**config.mk**
```make
export PLATFORM = sky130hd
export DESIGN_NAME = aper_xlate
export DESIGN_NICKNAME = d
export VERILOG_FILES = /design/src/rtl/aper_pkg.sv /design/src/rtl/aper_regs.sv /design/src/rtl/aper_tlb.sv /design/src/rtl/aper_walker.sv /design/src/rtl/aper_xlate.sv
export SDC_FILE = /design/constraint.sdc
export NUM_CORES = 1
export LEC_CHECK = 0
export ABC_AREA = 0
export CORE_MARGIN = 4
export CORE_UTILIZATION = 51
export DETAILED_ROUTE_END_ITERATION = 10
export DONT_BUFFER_PORTS = 1
export PLACE_DENSITY = 0.66
export RECOVER_POWER = 25
export SLEW_MARGIN = 30
export SYNTH_ARGS = -nofsm -noshare
export SYNTH_HDL_FRONTEND = slang
export SYNTH_SLANG_ARGS = --single-unit
```
**constraint.sdc**
```tcl
create_clock -name clk -period 11.3 [get_ports clk]
set_input_delay 1.13 -clock clk [delete_from_list [all_inputs] [get_ports clk]]
set_output_delay 1.13 -clock clk [all_outputs]
set_load 0.01 [all_outputs]
```
**src/rtl/aper_pkg.sv**
```systemverilog
package aper_pkg;
    localparam int AW      = 32;
    localparam int REG_AW  = 5;
    localparam int PAGE_SH = 12;
    localparam int DIR_SH  = 22;
    localparam int PN_W    = AW - PAGE_SH;
    localparam int DIR_W   = AW - DIR_SH;

    localparam logic [REG_AW-1:0] OFS_CTL   = 5'h02;
    localparam logic [REG_AW-1:0] OFS_DIR   = 5'h04;
    localparam logic [REG_AW-1:0] OFS_SIZE  = 5'h08;
    localparam logic [REG_AW-1:0] OFS_FLUSH = 5'h0C;
    localparam logic [REG_AW-1:0] OFS_BASE  = 5'h10;
    localparam int XL_EN_BIT = 2;

    typedef enum logic [1:0] {W_IDLE, W_DIR, W_TBL, W_RESP} walk_st_e;

    typedef struct packed {
        logic              xl_en;
        logic              ap_en;
        logic [2:0]        size_f;
        logic [AW-1:0]     dir_base;
        logic [DIR_W-1:0]  ap_base;
    } cfg_t;

    typedef struct packed {
        walk_st_e      st;
        logic          sent;
        logic          killed;
        logic [AW-1:0] va;
        logic [AW-1:0] maddr;
        logic [AW-1:0] raddr;
        logic          fault;
        logic          nia;
    } walk_t;

    // number of 4 MiB directory slots covered by the window
    function automatic logic [DIR_W:0] dir_count(input logic [2:0] f);
        return (f == 3'd7) ? '0 : ((DIR_W+1)'(8) << f);
    endfunction
endpackage

```
**src/rtl/aper_regs.sv**
```systemverilog
module aper_regs
    import aper_pkg::*;
(
    input  logic              clk,
    input  logic              rst_n,
    input  logic              we,
    input  logic [REG_AW-1:0] addr,
    input  logic [AW-1:0]     wdata,
    output cfg_t              cfg,
    output logic              flush
);
    cfg_t cfg_d, cfg_q;

    always_comb begin
        cfg_d = cfg_q;
        if (we) begin
            case (addr)
                OFS_CTL:  cfg_d.xl_en    = wdata[XL_EN_BIT];
                OFS_DIR:  cfg_d.dir_base = wdata;
                OFS_SIZE: begin
                    cfg_d.ap_en  = wdata[0];
                    cfg_d.size_f = wdata[3:1];
                end
                OFS_BASE: cfg_d.ap_base  = wdata[AW-1:DIR_SH];
                default: ;
            endcase
        end
    end

    always_ff @(posedge clk) begin
        if (!rst_n) cfg_q <= '0;
        else        cfg_q <= cfg_d;
    end

    assign cfg   = cfg_q;
    assign flush = we && (addr == OFS_FLUSH) && wdata[0];


    ctl_write_chk: assert property (@(posedge clk) disable iff (!rst_n)
        (we && addr == OFS_CTL) |=> (cfg.xl_en == $past(wdata[XL_EN_BIT])));
endmodule

```
**src/rtl/aper_tlb.sv**
```systemverilog
module aper_tlb
    import aper_pkg::*;
#(
    parameter int DEPTH = 8
) (
    input  logic            clk,
    input  logic            rst_n,
    input  logic [PN_W-1:0] look_pn,
    output logic            hit,
    output logic [PN_W-1:0] hit_ppn,
    input  logic            fill_en,
    input  logic [PN_W-1:0] fill_pn,
    input  logic [PN_W-1:0] fill_ppn,
    input  logic            flush
);
    localparam int PTR_W = (DEPTH > 1) ? $clog2(DEPTH) : 1;

    typedef struct packed {
        logic [DEPTH-1:0]           vld;
        logic [DEPTH-1:0][PN_W-1:0] tag;
        logic [DEPTH-1:0][PN_W-1:0] ppn;
        logic [PTR_W-1:0]           ptr;
    } tlb_t;

    tlb_t tlb_d, tlb_q;
    logic [DEPTH-1:0] match;

    for (genvar g = 0; g < DEPTH; g++) begin : g_cmp
        assign match[g] = tlb_q.vld[g] && (tlb_q.tag[g] == look_pn);
    end

    always_comb begin
        hit_ppn = '0;
        for (int i = 0; i < DEPTH; i++) begin
            if (match[i]) hit_ppn = hit_ppn | tlb_q.ppn[i];
        end
    end
    assign hit = |match;

    always_comb begin
        tlb_d = tlb_q;
        if (flush) begin
            tlb_d.vld = '0;
        end else if (fill_en) begin
            tlb_d.vld[tlb_q.ptr] = 1'b1;
            tlb_d.tag[tlb_q.ptr] = fill_pn;
            tlb_d.ppn[tlb_q.ptr] = fill_ppn;
            tlb_d.ptr = (tlb_q.ptr == PTR_W'(DEPTH-1)) ? '0 : tlb_q.ptr + PTR_W'(1);
        end
    end

    always_ff @(posedge clk) begin
        if (!rst_n) tlb_q <= '0;
        else        tlb_q <= tlb_d;
    end


    single_match_chk: assert property (@(posedge clk) disable iff (!rst_n)
        $onehot0(match));

    flush_clear_chk: assert property (@(posedge clk) disable iff (!rst_n)
        flush |=> (tlb_q.vld == '0));
endmodule

```
**src/rtl/aper_walker.sv**
```systemverilog
module aper_walker
    import aper_pkg::*;
(
    input  logic            clk,
    input  logic            rst_n,
    input  cfg_t            cfg,
    input  logic            flush,
    input  logic            req_valid,
    output logic            req_ready,
    input  logic [AW-1:0]   req_addr,
    input  logic            tlb_hit,
    input  logic [PN_W-1:0] tlb_ppn,
    output logic            fill_en,
    output logic [PN_W-1:0] fill_pn,
    output logic [PN_W-1:0] fill_ppn,
    output logic            rsp_valid,
    output logic [AW-1:0]   rsp_addr,
    output logic            rsp_fault,
    output logic            rsp_nia,
    output logic            mem_req_valid,
    input  logic            mem_req_ready,
    output logic [AW-1:0]   mem_req_addr,
    input  logic            mem_rsp_valid,
    input  logic [AW-1:0]   mem_rsp_data
);
    walk_t w_d, w_q;
    logic active, in_ap;
    logic [DIR_W:0] diff;
    logic unused_bits;

    assign unused_bits = ^mem_rsp_data[PAGE_SH-1:1];

    always_comb begin
        w_d      = w_q;
        fill_en  = 1'b0;
        fill_pn  = w_q.va[AW-1:PAGE_SH];
        fill_ppn = mem_rsp_data[AW-1:PAGE_SH];
        active   = cfg.xl_en && cfg.ap_en;
        diff     = {1'b0, req_addr[AW-1:DIR_SH]} - {1'b0, cfg.ap_base};
        in_ap    = active && !diff[DIR_W] && (diff < dir_count(cfg.size_f));
        mem_req_valid = (w_q.st == W_DIR || w_q.st == W_TBL) && !w_q.sent;

        if (flush && w_q.st != W_IDLE) w_d.killed = 1'b1;

        unique case (w_q.st)
            W_IDLE: begin
                if (req_valid) begin
                    w_d.va     = req_addr;
                    w_d.raddr  = req_addr;
                    w_d.killed = 1'b0;
                    w_d.sent   = 1'b0;
                    w_d.fault  = 1'b0;
                    w_d.nia    = 1'b0;
                    if (!in_ap) begin
                        w_d.nia = 1'b1;
                        w_d.st  = W_RESP;
                    end else if (tlb_hit) begin
                        w_d.raddr = {tlb_ppn, req_addr[PAGE_SH-1:0]};
                        w_d.st    = W_RESP;
                    end else begin
                        w_d.maddr = cfg.dir_base +
                                    {{(AW-DIR_W-2){1'b0}}, diff[DIR_W-1:0], 2'b00};
                        w_d.st    = W_DIR;
                    end
                end
            end
            W_DIR, W_TBL: begin
                if (mem_req_valid && mem_req_ready) w_d.sent = 1'b1;
                if (w_q.sent && mem_rsp_valid) begin
                    w_d.sent = 1'b0;
                    if (!mem_rsp_data[0]) begin
                        w_d.fault = 1'b1;
                        w_d.st    = W_RESP;
                    end else if (w_q.st == W_DIR) begin
                        w_d.maddr = {mem_rsp_data[AW-1:PAGE_SH],
                                     w_q.va[DIR_SH-1:PAGE_SH], 2'b00};
                        w_d.st    = W_TBL;
                    end else begin
                        w_d.raddr = {mem_rsp_data[AW-1:PAGE_SH], w_q.va[PAGE_SH-1:0]};
                        fill_en   = !(w_q.killed || flush);
                        w_d.st    = W_RESP;
                    end
                end
            end
            default: w_d.st = W_IDLE;
        endcase
    end

    always_ff @(posedge clk) begin
        if (!rst_n) w_q <= '0;
        else        w_q <= w_d;
    end

    assign req_ready    = (w_q.st == W_IDLE);
    assign rsp_valid    = (w_q.st == W_RESP);
    assign rsp_addr     = w_q.raddr;
    assign rsp_fault    = w_q.fault;
    assign rsp_nia      = w_q.nia;
    assign mem_req_addr = w_q.maddr;


    mem_hold_chk: assert property (@(posedge clk) disable iff (!rst_n)
        (mem_req_valid && !mem_req_ready) |=> (mem_req_valid && $stable(mem_req_addr)));

    rsp_pulse_chk: assert property (@(posedge clk) disable iff (!rst_n)
        rsp_valid |=> !rsp_valid);

    busy_after_accept_chk: assert property (@(posedge clk) disable iff (!rst_n)
        (req_valid && req_ready) |=> !req_ready);

    fill_only_good_chk: assert property (@(posedge clk) disable iff (!rst_n)
        fill_en |=> (rsp_valid && !rsp_fault && !rsp_nia));

    nia_no_fault_chk: assert property (@(posedge clk) disable iff (!rst_n)
        (rsp_valid && rsp_nia) |-> !rsp_fault);
endmodule

```
**src/rtl/aper_xlate.sv**
```systemverilog
module aper_xlate
    import aper_pkg::*;
#(
    parameter int TLB_DEPTH = 8
) (
    input  logic              clk,
    input  logic              rst_n,
    input  logic              reg_we,
    input  logic [REG_AW-1:0] reg_addr,
    input  logic [AW-1:0]     reg_wdata,
    input  logic              req_valid,
    output logic              req_ready,
    input  logic [AW-1:0]     req_addr,
    output logic              rsp_valid,
    output logic [AW-1:0]     rsp_addr,
    output logic              rsp_fault,
    output logic              rsp_nia,
    output logic              mem_req_valid,
    input  logic              mem_req_ready,
    output logic [AW-1:0]     mem_req_addr,
    input  logic              mem_rsp_valid,
    input  logic [AW-1:0]     mem_rsp_data
);
    cfg_t            cfg;
    logic            flush, hit, fill_en;
    logic [PN_W-1:0] hit_ppn, fill_pn, fill_ppn;

    aper_regs u_regs (
        .clk(clk), .rst_n(rst_n), .we(reg_we), .addr(reg_addr),
        .wdata(reg_wdata), .cfg(cfg), .flush(flush)
    );

    aper_tlb #(.DEPTH(TLB_DEPTH)) u_tlb (
        .clk(clk), .rst_n(rst_n), .look_pn(req_addr[AW-1:PAGE_SH]),
        .hit(hit), .hit_ppn(hit_ppn), .fill_en(fill_en),
        .fill_pn(fill_pn), .fill_ppn(fill_ppn), .flush(flush)
    );

    aper_walker u_walk (
        .clk(clk), .rst_n(rst_n), .cfg(cfg), .flush(flush),
        .req_valid(req_valid), .req_ready(req_ready), .req_addr(req_addr),
        .tlb_hit(hit), .tlb_ppn(hit_ppn), .fill_en(fill_en),
        .fill_pn(fill_pn), .fill_ppn(fill_ppn),
        .rsp_valid(rsp_valid), .rsp_addr(rsp_addr),
        .rsp_fault(rsp_fault), .rsp_nia(rsp_nia),
        .mem_req_valid(mem_req_valid), .mem_req_ready(mem_req_ready),
        .mem_req_addr(mem_req_addr), .mem_rsp_valid(mem_rsp_valid),
        .mem_rsp_data(mem_rsp_data)
    );
endmodule

```
# Word level (Yosys, flattened, before mapping)
# Index checks and enable logic that the tools add are counted.
# word_totals
reg_bits,480
# op_classes
n_addsub,3
magnitude_cmp,3
eq_ne,27
n_shift,1
muxes,41
n_bitwise,10
n_reduce_logical,40
# op_table
op,n
$bwmux W160,2
$mux W20,9
$eq A20 B20 Y1,8
$or A20 B20 Y20,7
$pmux W65 S2,1
$mux W32,4
$mux W64,2
$mux W102,1
$mux W65,1
$demux W20 S3,1
$mux W33,1
$add A32 B12 Y32,1
$logic_and A1 B1 Y1,18
$reduce_and A2 Y1,7
$lt A11 B11 Y1,1
$mux W1,11
$mux W11,1
$shl A4 B3 Y11 const A,1
$sub A10 B10 Y11,1
$eq A5 B4 Y1 const B,2
$ne A2 B2 Y1 const B,5
$or A8 B8 Y8,1
$reduce_or A8 Y1,1
$reduce_and A7 Y1,1
other kinds (25),37

# Longest topological paths before layout
# Gate-level depths: netlist (run 1).
# depth
word_depth,21
depth_mapped,20
ltp_nobuf,18

# Hierarchy
# From an unflattened synthesis (run 1), not the netlist that was laid out.
# hier_totals
hier_cells,3080
hier_area_um2,24994.0
# by_module_without_submodules
module,instances,cells_per_inst,area_each_um2,seq_area_each_um2
aper_tlb,1,1964,15934.0,6626.4
aper_walker,1,920,7168.1,2042.0
aper_regs,1,196,1891.8,940.9

# Worst setup path after synthesis (run 1)
# Ideal clock, no wire load.
# synth_timing
kind,input to register
startpoint,input port req_addr[22]
endpoint,register u_walk.w_q (netlist bit u_walk.mem_req_addr[14])
setup_time_ns,0.095
arrival_ns,4.922
required_time_ns,11.205
path_slack_ns,6.283
path_stages,19
path_cell_list,buf_2 -> inv_1 -> ha_1 -> inv_1 -> fa_1 -> a211oi_1 -> o21ai_0 -> a21o_1 -> a21oi_1 -> xnor2_1 -> ha_1 -> a21o_1 -> a2111oi_0 -> o21ai_0 -> a211oi_2 -> and2_1 -> clkbuf_1 -> a22oi_1 -> a221oi_1
# synth_via
elab_chain_cells,6
word_cells_on_any_way,30
cone_classes,add/sub (2); order compare (1); eq/ne (10); mux (4); reduce/logical (13)
# synth_rtl
element,line_no,text
from (decl),aper_xlate.sv:13,"input logic [AW-1:0] req_addr,"
$sub A10 B10 Y11,aper_walker.sv:39,"diff = {1'b0, req_addr[AW-1:DIR_SH]} - {1'b0, cfg.ap_base};"
$add A32 B12 Y32 or $logic_not A1 Y1 (tied branches),"aper_walker.sv:61, aper_walker.sv:40",
$mux W32 or $logic_and A1 B1 Y1 (tied branches),"aper_walker.sv:57, aper_walker.sv:40",
$mux W64 or $logic_and A1 B1 Y1 (tied branches),"aper_walker.sv:54, aper_walker.sv:40",
$mux W102 or $ne A2 B1 Y1 (tied branches),-,
$pmux W65 S2 or $reduce_and A7 Y1 (tied branches),-,
to (signal assigned),aper_walker.sv:91,else w_q <= w_d;
to (decl),aper_walker.sv:26,"walk_t w_d, w_q;"
# Parallel ways exist; a longest one is shown, timed or not. The select of a mux whose other input is x is not followed.
# A chain may end at the register's enable or synchronous reset.

# Worst setup path in the final report (run 1)
# layout_timing
startpoint,input port rst_n
endpoint,register u_walk.w_q (netlist bit u_walk.mem_req_addr[21])
# layout_lines
element,line_no,text
from (decl),aper_xlate.sv:7,"input logic rst_n,"
# No word-level cell between the ends.

==> results of run 1 <==
==> sequential cells by signal, summed over array words and instances (netlist names) <==
name,flops
u_regs.cfg,47
u_walk.w_q,16
u_walk.fill_pn,20
u_walk.rsp_addr,32
u_tlb.tlb_q,331
u_walk.mem_req_addr,32
u_walk.rsp_nia,1
u_walk.rsp_fault,1
==> cell families (layout without fill, tap and decap cells) <==
group / count (synthesis) / count (layout)
simple gates: 1029 / 1029
flops: 480 / 480
buf+inv: 332 / 164
fa+ha+maj: 35 / 35
xor+xnor: 195 / 195
mux: 179 / 179
compound gates: 493 / 493
other cells: 0 / 1
==> synthesized netlist by cell type (all sizes together), types with 4 or more instances <==
cell type	instances
nor4b	4
or2	9
and3	6
nor4	36
xor2	89
nor3b	8
a22oi	47
a21o	6
o21ai	15
ha	33
a31oi	24
nand3	22
a221oi	38
or3	9
and4	7
dfxtp	480
a31o	20
mux2i	179
o221a	19
o31ai	6
a21oi	242
nand3b	7
nand2	539
and2	4
buf	116
nor3	53
o21a	12
nor2	253
nand4b	6
a22o	21
a211oi	21
a21boi	9
nor2b	7
clkbuf	180
a222oi	6
xnor2	106
nand2b	8
inv	35
nand4	43
or4	5
==> report_power, final <==
| group | switching (mW) | internal, mW | total, mW |
|---|---|---|---|
| Clock | 0.709 | 1.03 | 1.74 |
| Combinational | 0.568 | 0.323 | 0.890 |
| Sequential | 0.207 | 1.82 | 2.02 |
==> through the flow <==
step	worst slack, ns	util	hold WS (ns)
floorplan	6.28	-	0.434
global placement	5.11	0.508	0.442
detailed placement	5.09	0.511	0.446
CTS	5.69	0.550	0.454
global route	2.68	0.549	0.471
finish	3.28	0.549	0.454
==> per-layer routing <==
| layer | global-route usage | part of all wire | vias up |
|---|---|---|---|
| met3 | 0.0596 | 0.093 | 187 |
| met5 | 0 | 0 | - |
| met2 | 0.494 | 0.47 | 822 |
| met1 | 0.382 | 0.40 | 9319 |
| met4 | 0.116 | 0.042 | 0 |
| li1 | - | - | 8904 |
==> worst max-delay path by stage <==
stage | from | end | cells after the start
3_3_place_gp | req_addr[22] | u_walk.mem_req_addr[15] | 18
5_1_grt | rst_n | u_walk.mem_req_addr[21] | 3
6_report | rst_n | u_walk.mem_req_addr[21] | 3
3_5_place_dp | req_addr[22] | u_walk.mem_req_addr[13] | 18
2_1_floorplan | req_addr[22] | u_walk.mem_req_addr[14] | 19
4_1_cts | req_addr[22] | u_walk.mem_req_addr[21] | 18
==> layout make-up <==
type,instances,area share
inverter,36,0.00556
clock buffer,76,0.0634
tap,592,0.0305
timing repair buffer,38,0.0149
sequential,480,0.395
multi-input combinational,1931,0.482
antenna,1,0.000103
clock inverter,14,0.00783
==> tightest hold or removal path, stage by stage (launching register included) <==
cell and delay (ns):
dfxtp_1 0.30, nand2_1 0.05, a21oi_1 0.05
==> summary.md, run 1 <==
| Metric | Value |
|---|---|
| Post-synthesis adder-cell area fraction | 0.0199 |
| Final instance count without filler cells | between 3000 and 4000 |
| Normalized max-slew margin | -2.37 |
| Number of ports placed on the die boundary | 176 |
| Share of synthesized cell area in and, or, nand and nor gates | 0.195 |
| Critical-path top delay cell | inv_1 |
| Commonest non-fill, non-tap cell in the layout | nand2_1 |
| Mean Syn Cell Area | 8.32 sq um |
| Buf/Inv on CP | 2 |
| Number of CTS-inserted buffers | 51 |
| LEAKAGE | roughly 8.1 nW |
| Top cell type by total area after synthesis | dfxtp_1 |
| Cts hold-fix bufs | 0 |
| Htree depth | 2 |
| Hold-critical path endpoint | u_tlb.tlb_q[128] |
| Crit path cell chain | inv_1 -> clkbuf_1 -> a221oi_1 |
| Number of sinks on the clock net | 480 |
| Overall fraction of global-route tracks in use | 0.297 |
| Number of filler instances in the final layout | 4036 |
| EDFF count, synth | 0 |
| Required time of the critical path | between 10 and 15 ns |
| Area taken by multi-input logic gates | 0.0117 sq mm |
| Reg-to-Reg End | u_walk.mem_req_addr[21] |
| Setup TNS after final layout | 0 ns |
| Buffers on Ports | 0 |
| Total die area | approximately 0.048 sq mm |
| Post-synthesis async set-or-reset flop share | 0 |
| Clock tree root buffer cell | clkbuf_16 |
| Width of the die | 220 um |
| Number of warnings issued by yosys | 0 |
| Number of DRC violations after detailed routing | 0 |
| Synthesized flop and latch total | 480 |
| Net count after synthesis | 2885 |
| Element type at the critical path start | input port |
| Crit share post-route | 0.710 |
| Violations in the final reports | capacitance limit, slew limit |
| Number of core rows | 77 |
| Fmax | 125 MHz |
| Area post-placement | approximately 0.023 sq mm |
| Primary flip-flop cell chosen by synthesis mapping | dfxtp_1 |
| Number of violations reported at the end of detailed-routing iteration 0 | 1987 |
| Post-CTS resize count | 0 |
| Arrival time at the worst endpoint | 8.26 ns |
| # nets final | around 2700 |
| Vias in the first global route | approximately 18000 |
| Estimated wirelength of the detail-placed design | 45.8 mm |
| Gate family responsible for the most delay along the worst path | buffers and inverters |
| Pwr/cell area | 191 mW/mm^2 |
| Final number of hold-violating endpoints | 0 |
| Global-route congestion overflow total | 0 |
| Share of Yosys cell area claimed by the top area cell type | 0.421 |
| TritonCTS clock tree | built |
| Storage element area | ~0.0096 sq mm |
| Final clock skew | 0.0168 ns |
| Initial antenna violation count | 3 |
| Outcome | finished, violations left |
| Critical Path Fanout Max | about 160 |
| CTS clk-pin slew, worst paths | 0.06 ns |
| PnR Total Power | 4.65 mW |
| Final ANT Viol Nets | 0 |
| Core region area | 0.0442 sq mm |
| Maximum number of pins on one net before global-route repair | 159 |
| Worst Tran Pin Value | 5.05 ns |
| Gate count of the mapped netlist | 2743 |
| GPL Wtd Cong | 0.889 |
| Number of placed cells counting well taps | 3077 |
| Highest-count cells in the layout ignoring fill and taps | 539 x nand2_1, 480 x dfxtp_1, 248 x nor2_1, 242 x a21oi_1, 179 x mux2i_1 |
| Final setup fails | 0 |
| Die extent in y | 220 um |
| Total of max-cap violations | 3 |
| Total number of vias | around 19000 |
| Layout overhead on the synthesized area | 6.49% |
| Syn Std Cell Area | ~0.023 sq mm |
| Fraction of final layout cells sized beyond drive strength 1 | 0.0711 |
| Final Max Tran Viols | 345 |
| Starting density of the core | 0.516 |
| Area share of xor/xnor cells in the synthesized design | 0.0749 |
| Buffers from clock root to sink, at most | 3 |
| Post-Route WL | 73.3 mm |
| Critical Path Max Stage Delay | 3.48 ns |
| Global-route wire length before repair | 111 mm |
| Depth of the worst hold-timing path | 2 |
| Multiplexer fraction of the synthesized cell area | 0.0785 |
| Number of buffers added for setup after CTS | 0 |
| Number of different library cells in the post-synthesis netlist | 60 |
| First-pass DRT Iterations | 8 |
| Clock Latency Late Sink | 0.61 ns |
| Unrepaired setup endpoints after global routing | no |
| Number of vias per cell | 6.07 |
| Tmin final | 8.02 ns |
| Part of the Yosys area used for sequential elements | 0.421 |
| Origin of the critical flop-to-flop path | u_regs.cfg[0] |
| Drt wl/cell | 23.1 um |
| Final Instance Area | 0.0243 sq mm |
| Hold_sp | u_tlb.tlb_q[128] |
| Kind of critical path | in2reg |
| Cell count of the worst reg-to-reg path | 17 |
| Internal reg-to-reg setup slack | approximately 5.7 ns |
| CP endpoint kind | register |
| Worst ir drop on vdd | 0.181 mV |
| Dominant combinational cell family by area after synthesis | simple AND/OR/NAND/NOR gates |
| Type of the most critical hold path | reg2reg |
| Post-synthesis compound-gate area fraction | 0.141 |
| Most area-consuming cells after synthesis | dfxtp_1 42%, nand2_1 8.9%, mux2i_1 7.9% |
Note: power is estimated with default switching activity, not from simulation.
==> inputs of run 2 (changes only) <==
- clock period: 11.3 -> 8 ns (I/O delays scaled with it)
==> run 2 against run 1 <==
  * Utilization barely moved
  * Via count fell by 0.19%
  * Critical endpoint is now u_walk.mem_req_addr[6]
  * Sequential share of layout area about the same
  * Routed wire length grew 0.86%
  * Largest power group unchanged
  * Flip-flop and latch count unchanged
  * Count of clock-buffer cells in the layout fell by 1
  * Hold slack worse by 0.14 ns
  * The flow still finishes with violations (capacitance limit, slew limit)
  * Combinational power up 39%
  * Worst setup slack worse by 1.1 ns
  * Cell area is essentially flat
==> summary.md, run 2 (synthesis results as in run 1) <==
| Metric | Value |
|---|---|
| Outcome | finished, violations left (unchanged) |
| Violations in the final reports | capacitance limit, slew limit (unchanged) |
| Final ANT Viol Nets | 0 (unchanged) |
| Critical Path Fanout Max | 154 (was 158) |
| Htree depth | 2 (unchanged) |
| Estimated wirelength of the detail-placed design | 46.3 mm (was 45.8 mm) |
| Critical-path top delay cell | clkbuf_1 (was inv_1) |
| Layout overhead on the synthesized area | 6.50% (was 6.49%) |
| Crit path cell chain | clkinvlp_4 -> clkbuf_1 -> nor3_1 (was inv_1 -> clkbuf_1 -> a221oi_1) |
| Drt wl/cell | 23.3 um (was 23.1 um) |
| Total net switching power | 2.11 mW (was 1.48 mW) |
| Unrepaired setup endpoints after global routing | no (unchanged) |
| Setup TNS after final layout | 0 ns (unchanged) |
| Register with the highest flop count | u_tlb.tlb_q (unchanged) |
| Worst Tran Pin Value | 4.60 ns (was 5.05 ns) |
| Area post-placement | 0.0226 sq mm (about the same) |
| Number of CTS-inserted buffers | 52 (was 51) |
| Final core occ | 0.550 (was 0.549) |
| Switching share of total power | 0.320 (was 0.319) |
| Total number of vias | 19200 (about the same) |
| Width of the die | 220 um (unchanged) |
| Number of sinks on the clock net | 480 (unchanged) |
| Final Max Tran Viols | 451 (was 345) |
| Final number of hold-violating endpoints | 0 (unchanged) |
| Commonest non-fill, non-tap cell in the layout | nand2_1 (unchanged) |
| Buffers from clock root to sink, at most | 3 (unchanged) |
| Final clock skew | 0.0161 ns (was 0.0168 ns) |
| Buf/Inv on CP | 2 (unchanged) |
| Arrival time at the worst endpoint | 6.08 ns (was 8.26 ns) |
| Comb power frac | 0.187 (was 0.191) |
| Type of the most critical hold path | in2reg (was reg2reg) |
| Clock tree root buffer cell | clkbuf_16 (unchanged) |
| Pwr/cell area | 272 mW/mm^2 (was 191 mW/mm^2) |
| Initial antenna violation count | 1 (was 3) |
| Number of vias per cell | 6.06 (was 6.07) |
| Die extent in y | 220 um (unchanged) |
| Sequential group share of total power | 0.437 (was 0.435) |
| Normalized max-slew margin | -2.07 (was -2.37) |
| Critical Path Max Stage Delay | 3.32 ns (was 3.48 ns) |
| Vias in the first global route | 18200 (was 18300) |
| Required time of the critical path | 8.28 ns (was 11.54 ns) |
| Worst ir drop on vdd | 0.294 mV (was 0.181 mV) |
| Number of violations reported at the end of detailed-routing iteration 0 | 1967 (was 1987) |
| Crit share post-route | 0.726 |
| Fraction of final layout cells sized beyond drive strength 1 | 0.0721 (was 0.0711) |
| Kind of critical path | in2reg (unchanged) |
| CTS clk-pin slew, worst paths | 0.06 ns (about the same) |
| Number of core rows | 77 (unchanged) |
| Overall fraction of global-route tracks in use | 0.300 (was 0.297) |
| Final Instance Area | 0.0243 sq mm (about the same) |
| Number of flip-flops under the largest register name | 331 (unchanged) |
| Post-CTS resize count | 0 (unchanged) |
| Gate family responsible for the most delay along the worst path | buffers and inverters (unchanged) |
| Total die area | 0.0482 sq mm (unchanged) |
| First-pass DRT Iterations | 8 (unchanged) |
| # nets final | 2678 (was 2680) |
| Maximum number of pins on one net before global-route repair | 192 (was 159) |
| CP endpoint kind | register (unchanged) |
| Starting density of the core | 0.516 (unchanged) |
| Int Power | 4.49 mW (was 3.17 mW) |
| Global-route wire length before repair | 111 mm (about the same) |
| Total of max-cap violations | 3 (unchanged) |
| Tmin final | a little under 6 ns |
| Core region area | 0.0442 sq mm (unchanged) |
| Number of DRC violations after detailed routing | 0 (unchanged) |
| Number of ports placed on the die boundary | 176 (unchanged) |
| TritonCTS clock tree | built (unchanged) |
| Buffers on Ports | 0 (unchanged) |
| Final setup fails | 0 (unchanged) |
| Number of placed cells counting well taps | 3074 (was 3077) |
| Cts hold-fix bufs | 0 (unchanged) |
| Element type at the critical path start | input port (unchanged) |
| Fraction of power consumed by the clock network | 0.376 (was 0.374) |
| Number of buffers added for setup after CTS | 0 (unchanged) |
| Highest-count cells in the layout ignoring fill and taps | 539 x nand2_1, 480 x dfxtp_1, 249 x nor2_1, 242 x a21oi_1, 179 x mux2i_1 (was 539 x nand2_1, 480 x dfxtp_1, 248 x nor2_1, 242 x a21oi_1, 179 x mux2i_1) |
| Number of diodes added for antenna fixing | 0 (was 1) |
| GPL Wtd Cong | 0.890 (was 0.889) |
| Post-Route WL | 73.9 mm (was 73.3 mm) |
| Clock Latency Late Sink | 0.61 ns (about the same) |
| Global-route congestion overflow total | 0 (unchanged) |
| Fmax | 172 MHz |
| LEAKAGE | 8.14 nW (about the same) |
| Final instance count without filler cells | 3170 (was 3168) |
-- run 2: cell count changes in the layout (fill, tap and decap cells not counted), moves of 2 or more --
cell and delta:
buf_4 -3, clkbuf_8 -3, clkbuf_1 +2, clkinv_2 +5
-- run 2: final timing paths --
path | endpoint | depth (start not counted) | slack, ns | start
worst max register to register | u_walk.mem_req_addr[7] | 17 | 2.35 | u_regs.cfg[1]
worst min-delay path | u_tlb.tlb_q[109] | 2 | 0.32 | mem_rsp_data[18]
worst max-delay path | u_walk.mem_req_addr[6] | 3 | 2.20 | rst_n
worst min register to register | u_tlb.tlb_q[111] | 2 | 0.45 | u_tlb.tlb_q[111]
-- run 2: layer usage --
metal	up-vias	part of all wire	GRT usage
met4	2	0.045	0.121
li1	8909	-	-
met1	9285	0.40	0.385
met3	200	0.094	0.0754
met5	-	0.00018	0
met2	800	0.46	0.484
-- run 2: metrics by stage --
step | hold WS, ns | power [mW] | worst slack [ns]
floorplan | 0.434 | 3.88 | 3.31
global route | 0.305 | 6.86 | 1.66
global placement | 0.442 | 4.12 | 2.34
CTS | 0.297 | 6.62 | 2.59
finish | 0.318 | 6.61 | 2.20
detailed placement | 0.447 | 4.15 | 2.23
-- run 2: area by class of cell --
class | instances | area (sq um)
fillers | 4052 | 19900
well taps | 592 | 741
flip-flops and latches | 480 | 9610
clock inverters | 21 | 265
clock buffers | 75 | 1510
multi-input cells | 1931 | 11700
inverters | 36 | 139
repair buffers | 35 | 320
-- run 2: worst register-to-register path, stage by stage (launching register included) --
cell       delay (ns)
dfxtp_1          0.34
inv_1            0.09
ha_1             0.28
nor2b_1          0.12
o21ai_0          0.10
a21boi_0         0.27
o21ai_0          0.16
a21oi_1          0.21
o21ai_0          0.15
o311ai_0         0.65
ha_1             0.38
a2111oi_0        0.32
o21ai_0          0.21
a211oi_2         0.19
buf_4            0.20
nand4_2          0.58
nand2_1          0.89
a211oi_1         0.17
-- run 2: power by group through the flow --
stage	logic, mW	registers [mW]	clock network [mW]
floorplan	1.21	2.68	0
global placement	1.20	2.93	0
detailed placement	1.22	2.93	0
CTS	1.22	2.88	2.51
global route	1.36	2.90	2.61
finish	1.24	2.88	2.48
